File: src/rtl/optreg_pkg.sv
package optreg_pkg;

    localparam logic [3:0] CMD_MEM_WRITE = 4'b0111;
    localparam logic [3:0] CMD_IO_WRITE  = 4'b0011;

    typedef enum logic [1:0] {
        ST_IDLE  = 2'd0,
        ST_CLAIM = 2'd1,
        ST_DRAIN = 2'd2
    } tgt_state_e;

    typedef struct packed {
        logic retry;
        logic is_fifo;
    } claim_t;

    function automatic logic is_write_cmd(input logic [3:0] cmd_n);
        return (cmd_n == CMD_MEM_WRITE) || (cmd_n == CMD_IO_WRITE);
    endfunction

    function automatic logic in_window(input logic [31:0] addr,
                                       input logic [31:0] base,
                                       input logic [32:0] span);
        return ({1'b0, addr} >= {1'b0, base}) &&
               ({1'b0, addr} < ({1'b0, base} + span));
    endfunction

endpackage

File: src/rtl/optreg_decode.sv
module optreg_decode
    import optreg_pkg::*;
#(
    parameter logic [31:0] BASE      = 32'h0000_1000,
    parameter int          REG_COUNT = 4,
    parameter int          FIFO_IDX  = 3,
    parameter int          IDX_W     = 2
) (
    input  logic             frame_n,
    input  logic             bus_idle,
    input  logic [31:0]      ad,
    input  logic [3:0]       cbe_n,
    input  logic             fifo_full,
    output logic             addr_hit,
    output logic [IDX_W-1:0] hit_idx,
    output claim_t           hit_claim
);
    localparam logic [32:0] SPAN = 33'(REG_COUNT) * 33'd4;

    logic [31:0] offset;

    always_comb begin
        offset            = ad - BASE;
        hit_idx           = IDX_W'(offset >> 2);
        addr_hit          = !frame_n && bus_idle && is_write_cmd(cbe_n) &&
                            in_window(ad, BASE, SPAN);
        hit_claim.is_fifo = (int'(hit_idx) == FIFO_IDX);
        hit_claim.retry   = hit_claim.is_fifo && fifo_full;
    end
endmodule

File: src/rtl/optreg_seq.sv
module optreg_seq
    import optreg_pkg::*;
#(
    parameter int IDX_W = 2
) (
    input  logic             clk,
    input  logic             rst,
    input  logic             frame_n,
    input  logic             irdy_n,
    input  logic             addr_hit,
    input  logic [IDX_W-1:0] hit_idx,
    input  claim_t           hit_claim,
    output tgt_state_e       state,
    output claim_t           claim,
    output logic [IDX_W-1:0] claim_idx,
    output logic             bus_idle,
    output logic             devsel_n,
    output logic             trdy_n,
    output logic             stop_n
);
    tgt_state_e state_nx;
    logic       released;

    always_comb begin
        released = frame_n && irdy_n;
        state_nx = state;
        case (state)
            ST_IDLE:  if (addr_hit) state_nx = ST_CLAIM;
            ST_CLAIM: begin
                if (released)                     state_nx = ST_IDLE;
                else if (!irdy_n && !claim.retry) state_nx = ST_DRAIN;
            end
            ST_DRAIN: if (released) state_nx = ST_IDLE;
            default:  state_nx = ST_IDLE;
        endcase
    end

    always_ff @(posedge clk) begin
        if (rst) begin
            state     <= ST_IDLE;
            claim     <= '0;
            claim_idx <= '0;
            bus_idle  <= 1'b1;
        end else begin
            state    <= state_nx;
            bus_idle <= released;
            if (state == ST_IDLE && addr_hit) begin
                claim     <= hit_claim;
                claim_idx <= hit_idx;
            end
        end
    end

    always_comb begin
        devsel_n = (state == ST_IDLE);
        stop_n   = (state == ST_IDLE);
        trdy_n   = !(state == ST_CLAIM && !claim.retry);
    end

    AST_READY_IMPLIES_SELECT: assert property (@(posedge clk) disable iff (rst)
        !trdy_n |-> (!devsel_n && !stop_n));
    AST_CLAIM_AFTER_FRAME: assert property (@(posedge clk) disable iff (rst)
        $fell(devsel_n) |-> $past(!frame_n));
    AST_RELEASE_AFTER_IDLE: assert property (@(posedge clk) disable iff (rst)
        (!devsel_n && frame_n && irdy_n) |=> devsel_n);
endmodule

File: src/rtl/optreg_wport.sv
module optreg_wport
    import optreg_pkg::*;
#(
    parameter int IDX_W = 2
) (
    input  logic             clk,
    input  logic             rst,
    input  tgt_state_e       state,
    input  claim_t           claim,
    input  logic [IDX_W-1:0] claim_idx,
    input  logic             irdy_n,
    input  logic [31:0]      ad,
    input  logic [3:0]       cbe_n,
    output logic             reg_wr_en,
    output logic [IDX_W-1:0] reg_wr_addr,
    output logic [31:0]      reg_wr_data,
    output logic [3:0]       reg_wr_be,
    output logic             fifo_push,
    output logic [31:0]      fifo_data
);
    logic xfer;

    always_comb begin
        xfer        = (state == ST_CLAIM) && !claim.retry && !irdy_n;
        reg_wr_en   = xfer && !claim.is_fifo;
        fifo_push   = xfer && claim.is_fifo;
        reg_wr_addr = claim_idx;
        reg_wr_data = ad;
        reg_wr_be   = ~cbe_n;
        fifo_data   = ad;
    end

    AST_SINGLE_WORD: assert property (@(posedge clk) disable iff (rst)
        (reg_wr_en || fifo_push) |=> !(reg_wr_en || fifo_push));
    AST_STROBES_EXCLUSIVE: assert property (@(posedge clk) disable iff (rst)
        $countones({reg_wr_en, fifo_push}) <= 1);
endmodule

File: src/rtl/optreg_wr_target.sv
module optreg_wr_target
    import optreg_pkg::*;
#(
    parameter logic [31:0] BASE      = 32'h0000_1000,
    parameter int          REG_COUNT = 4,
    parameter int          FIFO_IDX  = 3,
    parameter int          IDX_W     = (REG_COUNT > 1) ? $clog2(REG_COUNT) : 1
) (
    input  logic             clk,
    input  logic             rst,
    input  logic             frame_n,
    input  logic             irdy_n,
    input  logic [31:0]      ad,
    input  logic [3:0]       cbe_n,
    input  logic             fifo_full,
    output logic             devsel_n,
    output logic             trdy_n,
    output logic             stop_n,
    output logic             reg_wr_en,
    output logic [IDX_W-1:0] reg_wr_addr,
    output logic [31:0]      reg_wr_data,
    output logic [3:0]       reg_wr_be,
    output logic             fifo_push,
    output logic [31:0]      fifo_data
);
    logic             addr_hit;
    logic             bus_idle;
    logic [IDX_W-1:0] hit_idx;
    logic [IDX_W-1:0] claim_idx;
    claim_t           hit_claim;
    claim_t           claim;
    tgt_state_e       state;

    optreg_decode #(
        .BASE(BASE), .REG_COUNT(REG_COUNT), .FIFO_IDX(FIFO_IDX), .IDX_W(IDX_W)
    ) u_decode (
        .frame_n(frame_n), .bus_idle(bus_idle), .ad(ad), .cbe_n(cbe_n),
        .fifo_full(fifo_full), .addr_hit(addr_hit), .hit_idx(hit_idx),
        .hit_claim(hit_claim)
    );

    optreg_seq #(.IDX_W(IDX_W)) u_seq (
        .clk(clk), .rst(rst), .frame_n(frame_n), .irdy_n(irdy_n),
        .addr_hit(addr_hit), .hit_idx(hit_idx), .hit_claim(hit_claim),
        .state(state), .claim(claim), .claim_idx(claim_idx),
        .bus_idle(bus_idle), .devsel_n(devsel_n), .trdy_n(trdy_n),
        .stop_n(stop_n)
    );

    optreg_wport #(.IDX_W(IDX_W)) u_wport (
        .clk(clk), .rst(rst), .state(state), .claim(claim),
        .claim_idx(claim_idx), .irdy_n(irdy_n), .ad(ad), .cbe_n(cbe_n),
        .reg_wr_en(reg_wr_en), .reg_wr_addr(reg_wr_addr),
        .reg_wr_data(reg_wr_data), .reg_wr_be(reg_wr_be),
        .fifo_push(fifo_push), .fifo_data(fifo_data)
    );

    AST_STROBE_IN_HANDSHAKE: assert property (@(posedge clk) disable iff (rst)
        (reg_wr_en || fifo_push) |-> (!trdy_n && !irdy_n && !devsel_n));
    AST_RETRY_NO_READY: assert property (@(posedge clk) disable iff (rst)
        ($fell(devsel_n) && trdy_n) |-> !stop_n);
endmodule

File: config.mk
export PLATFORM = sky130hd
export DESIGN_NAME = optreg_wr_target
export DESIGN_NICKNAME = d
export VERILOG_FILES = /design/src/rtl/optreg_pkg.sv /design/src/rtl/optreg_decode.sv /design/src/rtl/optreg_seq.sv /design/src/rtl/optreg_wport.sv /design/src/rtl/optreg_wr_target.sv
export SDC_FILE = /design/constraint.sdc
export NUM_CORES = 1
export LEC_CHECK = 0
export ABC_AREA = 0
export BUFFER_PORTS_ARGS = -buffer_cell sky130_fd_sc_hd__buf_2
export CORE_ASPECT_RATIO = 0.5
export CORE_MARGIN = 1.5
export CORE_UTILIZATION = 34
export CTS_BUF_LIST = sky130_fd_sc_hd__clkbuf_4 sky130_fd_sc_hd__clkbuf_8
export DETAILED_ROUTE_END_ITERATION = 10
export GPL_TIMING_DRIVEN = 0
export HOLD_SLACK_MARGIN = 0.12
export PLACE_DENSITY = 0.85
export SYNTH_ARGS = -nofsm -noshare
export SYNTH_HDL_FRONTEND = slang
export SYNTH_SLANG_ARGS = --single-unit
File: constraint.sdc
create_clock -name clk -period 1.7 [get_ports clk]
set_input_delay 0.255 -clock clk [delete_from_list [all_inputs] [get_ports clk]]
set_output_delay 0.255 -clock clk [all_outputs]
set_load 0.03 [all_outputs]
**After elaboration in Yosys (flattened, before gate mapping)**

Index checks and enable logic that the tools add are counted.

- Memories kept: 0
- Bits of input ports: 41
- Logic and storage cells: 42
- Bits in latches: 0
- Bits in read-only memories: 0
- RAM bits: 0
- Register bits after elaboration: 7

- Bitwise gates (word level): 1
- Multiplexer cells: 5
- Divide/modulo/power cells: 0
- Equal/unequal tests: 8
- Reduce and logical (&&, ||, !) cells: 20
- Shifts and indexed selects: 0
- $add $sub $neg: 1
- $lt $le $gt $ge: 2
- Multipliers: 0

Operators with widths:

| operator | count |
|---|---|
| $ge 32x13->1 const B | 1 |
| $lt 32x13->1 const B | 1 |
| $logic_and 1x1->1 | 12 |
| $mux 2 | 4 |
| $pmux 2 s3 | 1 |
| $logic_not 1->1 | 5 |
| $eq 2x1->1 const B | 2 |
| $eq 4x2->1 const B | 1 |
| $eq 4x3->1 const B | 1 |
| $ne 2x1->1 const B | 2 |
| $not 4->4 | 1 |
| $sub 4x1->4 const B | 1 |
| $ne 3x1->1 const B | 1 |
| $reduce_and 3->1 | 1 |
| $eq 2x2->1 const B | 1 |
| $logic_not 2->1 | 1 |
| $logic_or 1x1->1 | 1 |

**Depth between registers and ports, before layout**

- Word-level depth: 6
- Mapped depth: 4
- Mapped depth without buffers: 4

**Modules after synthesis**

A second synthesis with hierarchy kept.

- Cells, all modules: 120
- Area, all modules: 958.4 um^2

By module, submodules not included:

| module | area an instance (um^2) | instances | cells an instance |
|---|---|---|---|
| optreg_wport | 554.3 | 1 | 73 |
| optreg_seq | 286.5 | 1 | 29 |
| optreg_decode | 117.6 | 1 | 18 |

**Worst setup path after synthesis**

OpenSTA, ideal clock, no wires.

- Path kind: reg2out
- Start: register u_seq.state[0]
- End: output port reg_wr_en
- Slack: -0.179 ns
- Cell stages (with the launch flop): 3
- Arrival: 1.624 ns
- Cells stage by stage: dfxtp_1 or3b_2 nor3_1

- Cells in the longest elaborated chain, start to end: 4

Ends and longest elaborated chain:

| item | RTL line | source |
|---|---|---|
| start: declaration | optreg_seq.sv:13 | `output tgt_state_e state,` |
| start signal: assignment | optreg_seq.sv:45 | `state <= state_nx;` |
| $eq 2x1->1 | optreg_wport.sv:24 | `xfer = (state == ST_CLAIM) && !claim.retry && !irdy_n;` |
| $logic_and 1x1->1 (2 in a row) | optreg_wport.sv:24 |  |
| $logic_and 1x1->1 | optreg_wport.sv:25 | `reg_wr_en = xfer && !claim.is_fifo;` |
| end: declaration | optreg_wr_target.sv:19 | `output logic reg_wr_en,` |

Every way passes these cells.

**Final worst setup path**

- Start: register u_seq.state[0]
- End: output port fifo_push

- Cells in the longest elaborated chain, start to end: 4

Ends and longest elaborated chain:

| item | RTL line | source |
|---|---|---|
| $eq 2x1->1 | optreg_wport.sv:24 |  |
| $logic_and 1x1->1 (2 in a row) | optreg_wport.sv:24 |  |
| $logic_and 1x1->1 | optreg_wport.sv:26 | `fifo_push = xfer && claim.is_fifo;` |
| end: declaration | optreg_wr_target.sv:23 | `output logic fifo_push,` |

Every way passes these cells.

==> flow_metrics.tcl <==
set metrics [dict create \
    status "finished clean" \
    synth_cell_types 27 \
    synth_nets 160 \
    layout-drive-gt1-share_pct 82.2 \
    rows 13 \
    avgSynthCellArea_um2 8.18 \
    die_w_um 78.7 \
    io_buffers 113 \
    crit_start "u_seq.state[0]$_SDFFE_PP0P_" \
    r2r_slack_ns 0.24 \
    routed_wl_mm 2.72 \
    finalClockSkew_ns 0.00250 \
    p_clk_share_pct 28.9 \
    synth-compound-area-share_pct 2.70 \
    dp_hpwl_mm 2.44 \
    cpMaxStageDelayCell "or3b_4" \
    setup_tns_ns 0 \
    synth_edf_count 0 \
    yosysTopAreaCellShare_pct 50.1 \
    antennaDiodeCount 0 \
    cpLargestDelayFamily "simple AND/OR/NAND/NOR gates" \
    ys_top_cells_by_count "buf_4 (65), dfxtp_1 (7), nand2b_1 (7)" \
    area_delta_synth_final_pct 70.4 \
    drv_cap 0 \
    htree_levels 1 \
    design_area_mm2 0.00166 \
    synthArstFlopShare_pct 0 \
    crit_required_ns 1.44 \
    synthAdderAreaFrac_pct 0 \
    grt_max_degree 11 \
    internal-power_uw 534 \
    io_pins 116 \
    tightest_slew_ns 0.432 \
    place_inst 269 \
    worstPathArrival_ns 1.37 \
    grt-ovfl-total 0 \
    clock_path_buffers 2 \
    p_leak_uw 0.000934 \
    rsz0062_at_grt "no" \
    ys_ff_latch 7 \
    yosysTopAreaCell "buf_4" \
    clkSinkCount 7 \
    setup_viol 0 \
    drt-pass1-iter-count 3 \
    r2r_start "u_seq.bus_idle$_SDFF_PP1_" \
    p_per_area_mw_per_mm2 530 \
    synth-simple-area-share_pct 26.0 \
    fin_nets 278 \
    drtIter0Drc 7 \
    postSynthCellCount 119 \
    hold_viol_final 0 \
    ys.flop_type "dfxtp_1" \
    cts_buffers 3 \
    crit_type "flop to output port" \
    vdd_drop_max_uv 335 \
    wl_per_cell_um 9.96 \
    layout.cells.non_filler 273 \
    core_mm2 0.00265 \
    vias 1092 \
    vias_per_cell 4.00 \
    crit_path_max_fanout 5 \
    reg2reg_depth 4 \
    place_area_mm2 0.00159 \
    grtUsageTotal_pct 14.9 \
    finalMaxSlewViolations 0 \
    power_switching_uw 345 \
    min_delay_worst_endpoint "u_seq.bus_idle$_SDFF_PP1_" \
    yosys_warnings 0 \
    combPwrFrac_pct 52.2 \
    cts_tree "yes" \
    endpoint_kind "output port" \
    drc 0 \
    max_stage_delay_ns 0.42 \
    synth.most_common_cell "buf_4" \
    clockRootBuffer "clkbuf_8" \
    synthTopCellsByArea "buf_4 (50%), dfxtp_1 (14%), nand2b_1 (4.5%)" \
    initial_core_util_pct 36.7 \
    clk_latency_ns 0.23 \
    swShare_pct 39.2 \
    fp.dieArea_mm2 0.00321 \
    synth_xor_xnor_area_share_pct 0 \
    post_cts_buffers 0 \
    muxShareOfSynthArea_pct 4.11 \
    reg2reg_to "u_seq.state[0]$_SDFFE_PP0P_" \
    grt_pass1_vias 858 \
    synth_top_family_by_area "buffers and inverters" \
    hold_path.class "primary input to flop" \
    synth_seq_area_share_pct 14.4 \
    startpoint_type "flop" \
    clk_pin_slew_ns 0.04 \
    slew_headroom_pct 70.9 \
    syn_area_um2 973 \
    worstHoldStart "frame_n" \
    fmax_ghz 0.616 \
    antenna_left 0 \
    min_path_cells 3 \
    finalCritPeriodShare_pct 95.5 \
    critical_path.cell_chain "or3b_4 -> nor2_4 -> and2_1 -> buf_4" \
    die_h_um 40.8 \
    fin_crit_ns 1.62 \
    sequentialPowerShare_pct 18.9 \
    cp.buffers_inverters 1 \
    grt_pass1_wl_mm 3.69 \
    antenna_found_initial 0 \
    gp_congestion 0.725 \
]
through the flow:
| stage | power [µW] | worst slack (ns) | util (%) | hold WS [ns] |
|---|---|---|---|---|
| after floorplan | 482 | 0.0650 | - | 0.402 |
| after global placement | 623 | -0.129 | 60.0 | 0.461 |
| after detailed placement | 630 | -0.156 | 60.0 | 0.462 |
| after CTS | 884 | 0.0721 | 62.2 | 0.304 |
| after global routing | 923 | 0.00162 | 62.6 | 0.315 |
| final | 879 | 0.0771 | 62.6 | 0.303 |
kinds of logic after synthesis:
logic type      Yosys count
simple gates             33
flops                     7
buf+inv                  72
compound gates            3
mux                       4
cell usage in the layout, fill, tap and decap left out:
cell,count
buf_1,1
a31oi_1,1
nor4b_1,1
nand4_1,2
or3_1,1
nor3_2,1
nand3b_1,1
nand4b_1,1
dfxtp_2,1
dfxtp_1,6
or3b_4,1
nor3_1,1
mux2i_1,4
clkbuf_8,3
clkbuf_4,1
inv_1,6
nand3_1,1
a211oi_2,1
nor4bb_1,1
buf_2,112
buf_4,66
or2_2,1
nand2b_1,7
nor2_4,1
nor4b_2,1
nor4_2,2
nor4_4,2
and2_1,1
or4_4,1
nor2_1,2
nand2_1,2
o211ai_1,1
nor4_1,2
sequential cells by signal (all words and copies together) (netlist names):
register,flops
u_seq.claim,2
u_seq.claim_idx,2
u_seq.bus_idle,1
u_seq.state,2
metal layers:
layer,up-vias,part of all wire [%],wire (µm),GRT usage (%)
li1,568,-,-,-
met1,497,38,1050,15.9
met2,25,58,1590,33.4
met3,2,2.8,75,1.56
met4,0,0.37,10,4.02
met5,-,0,0,0
worst register-to-register path, cell delays in order (launching register included):
cell and delay [ns]:
dfxtp_1 0.29, nor4bb_1 0.19, nand4_1 0.21, or4_4 0.47, a211oi_2 0.21
area by class of cell:
class | count | area, µm²
Fill cell | 245 | 992
Inverter | 6 | 22.5
Tap cell | 37 | 46.3
Timing Repair Buffer | 113 | 568
Sequential cell | 7 | 141
Multi-Input combinational cell | 40 | 340
Clock buffer | 4 | 48.8
Buffer | 66 | 492
repair_timing:
item	4_1_cts	5_1_grt
hold endpoints to repair	0	0
endpoints found under the setup margin	1	3
resized for setup	4	2
hold buffers	0	0
how the worst max path moves through the flow:
| stage | endpoint | slack, ns | depth (start not counted) |
|---|---|---|---|
| global route | fifo_push | 0.002 | 4 |
| global placement | u_seq.claim_idx[0]$_SDFFE_PP0P_ | -0.13 | 5 |
| floorplan | fifo_push | 0.07 | 3 |
| detailed placement | u_seq.claim_idx[1]$_SDFFE_PP0P_ | -0.16 | 5 |
| CTS | fifo_push | 0.07 | 4 |
| finish | fifo_push | 0.08 | 4 |
power by group through the flow:
stage	sequential [µW]	combinational [µW]	clock, µW
final	167	459	254
after global routing	166	488	269
after CTS	167	462	255
after detailed placement	169	461	0
after global placement	169	454	0
after floorplan	169	312	0
(Power assumes the default switching activity.)
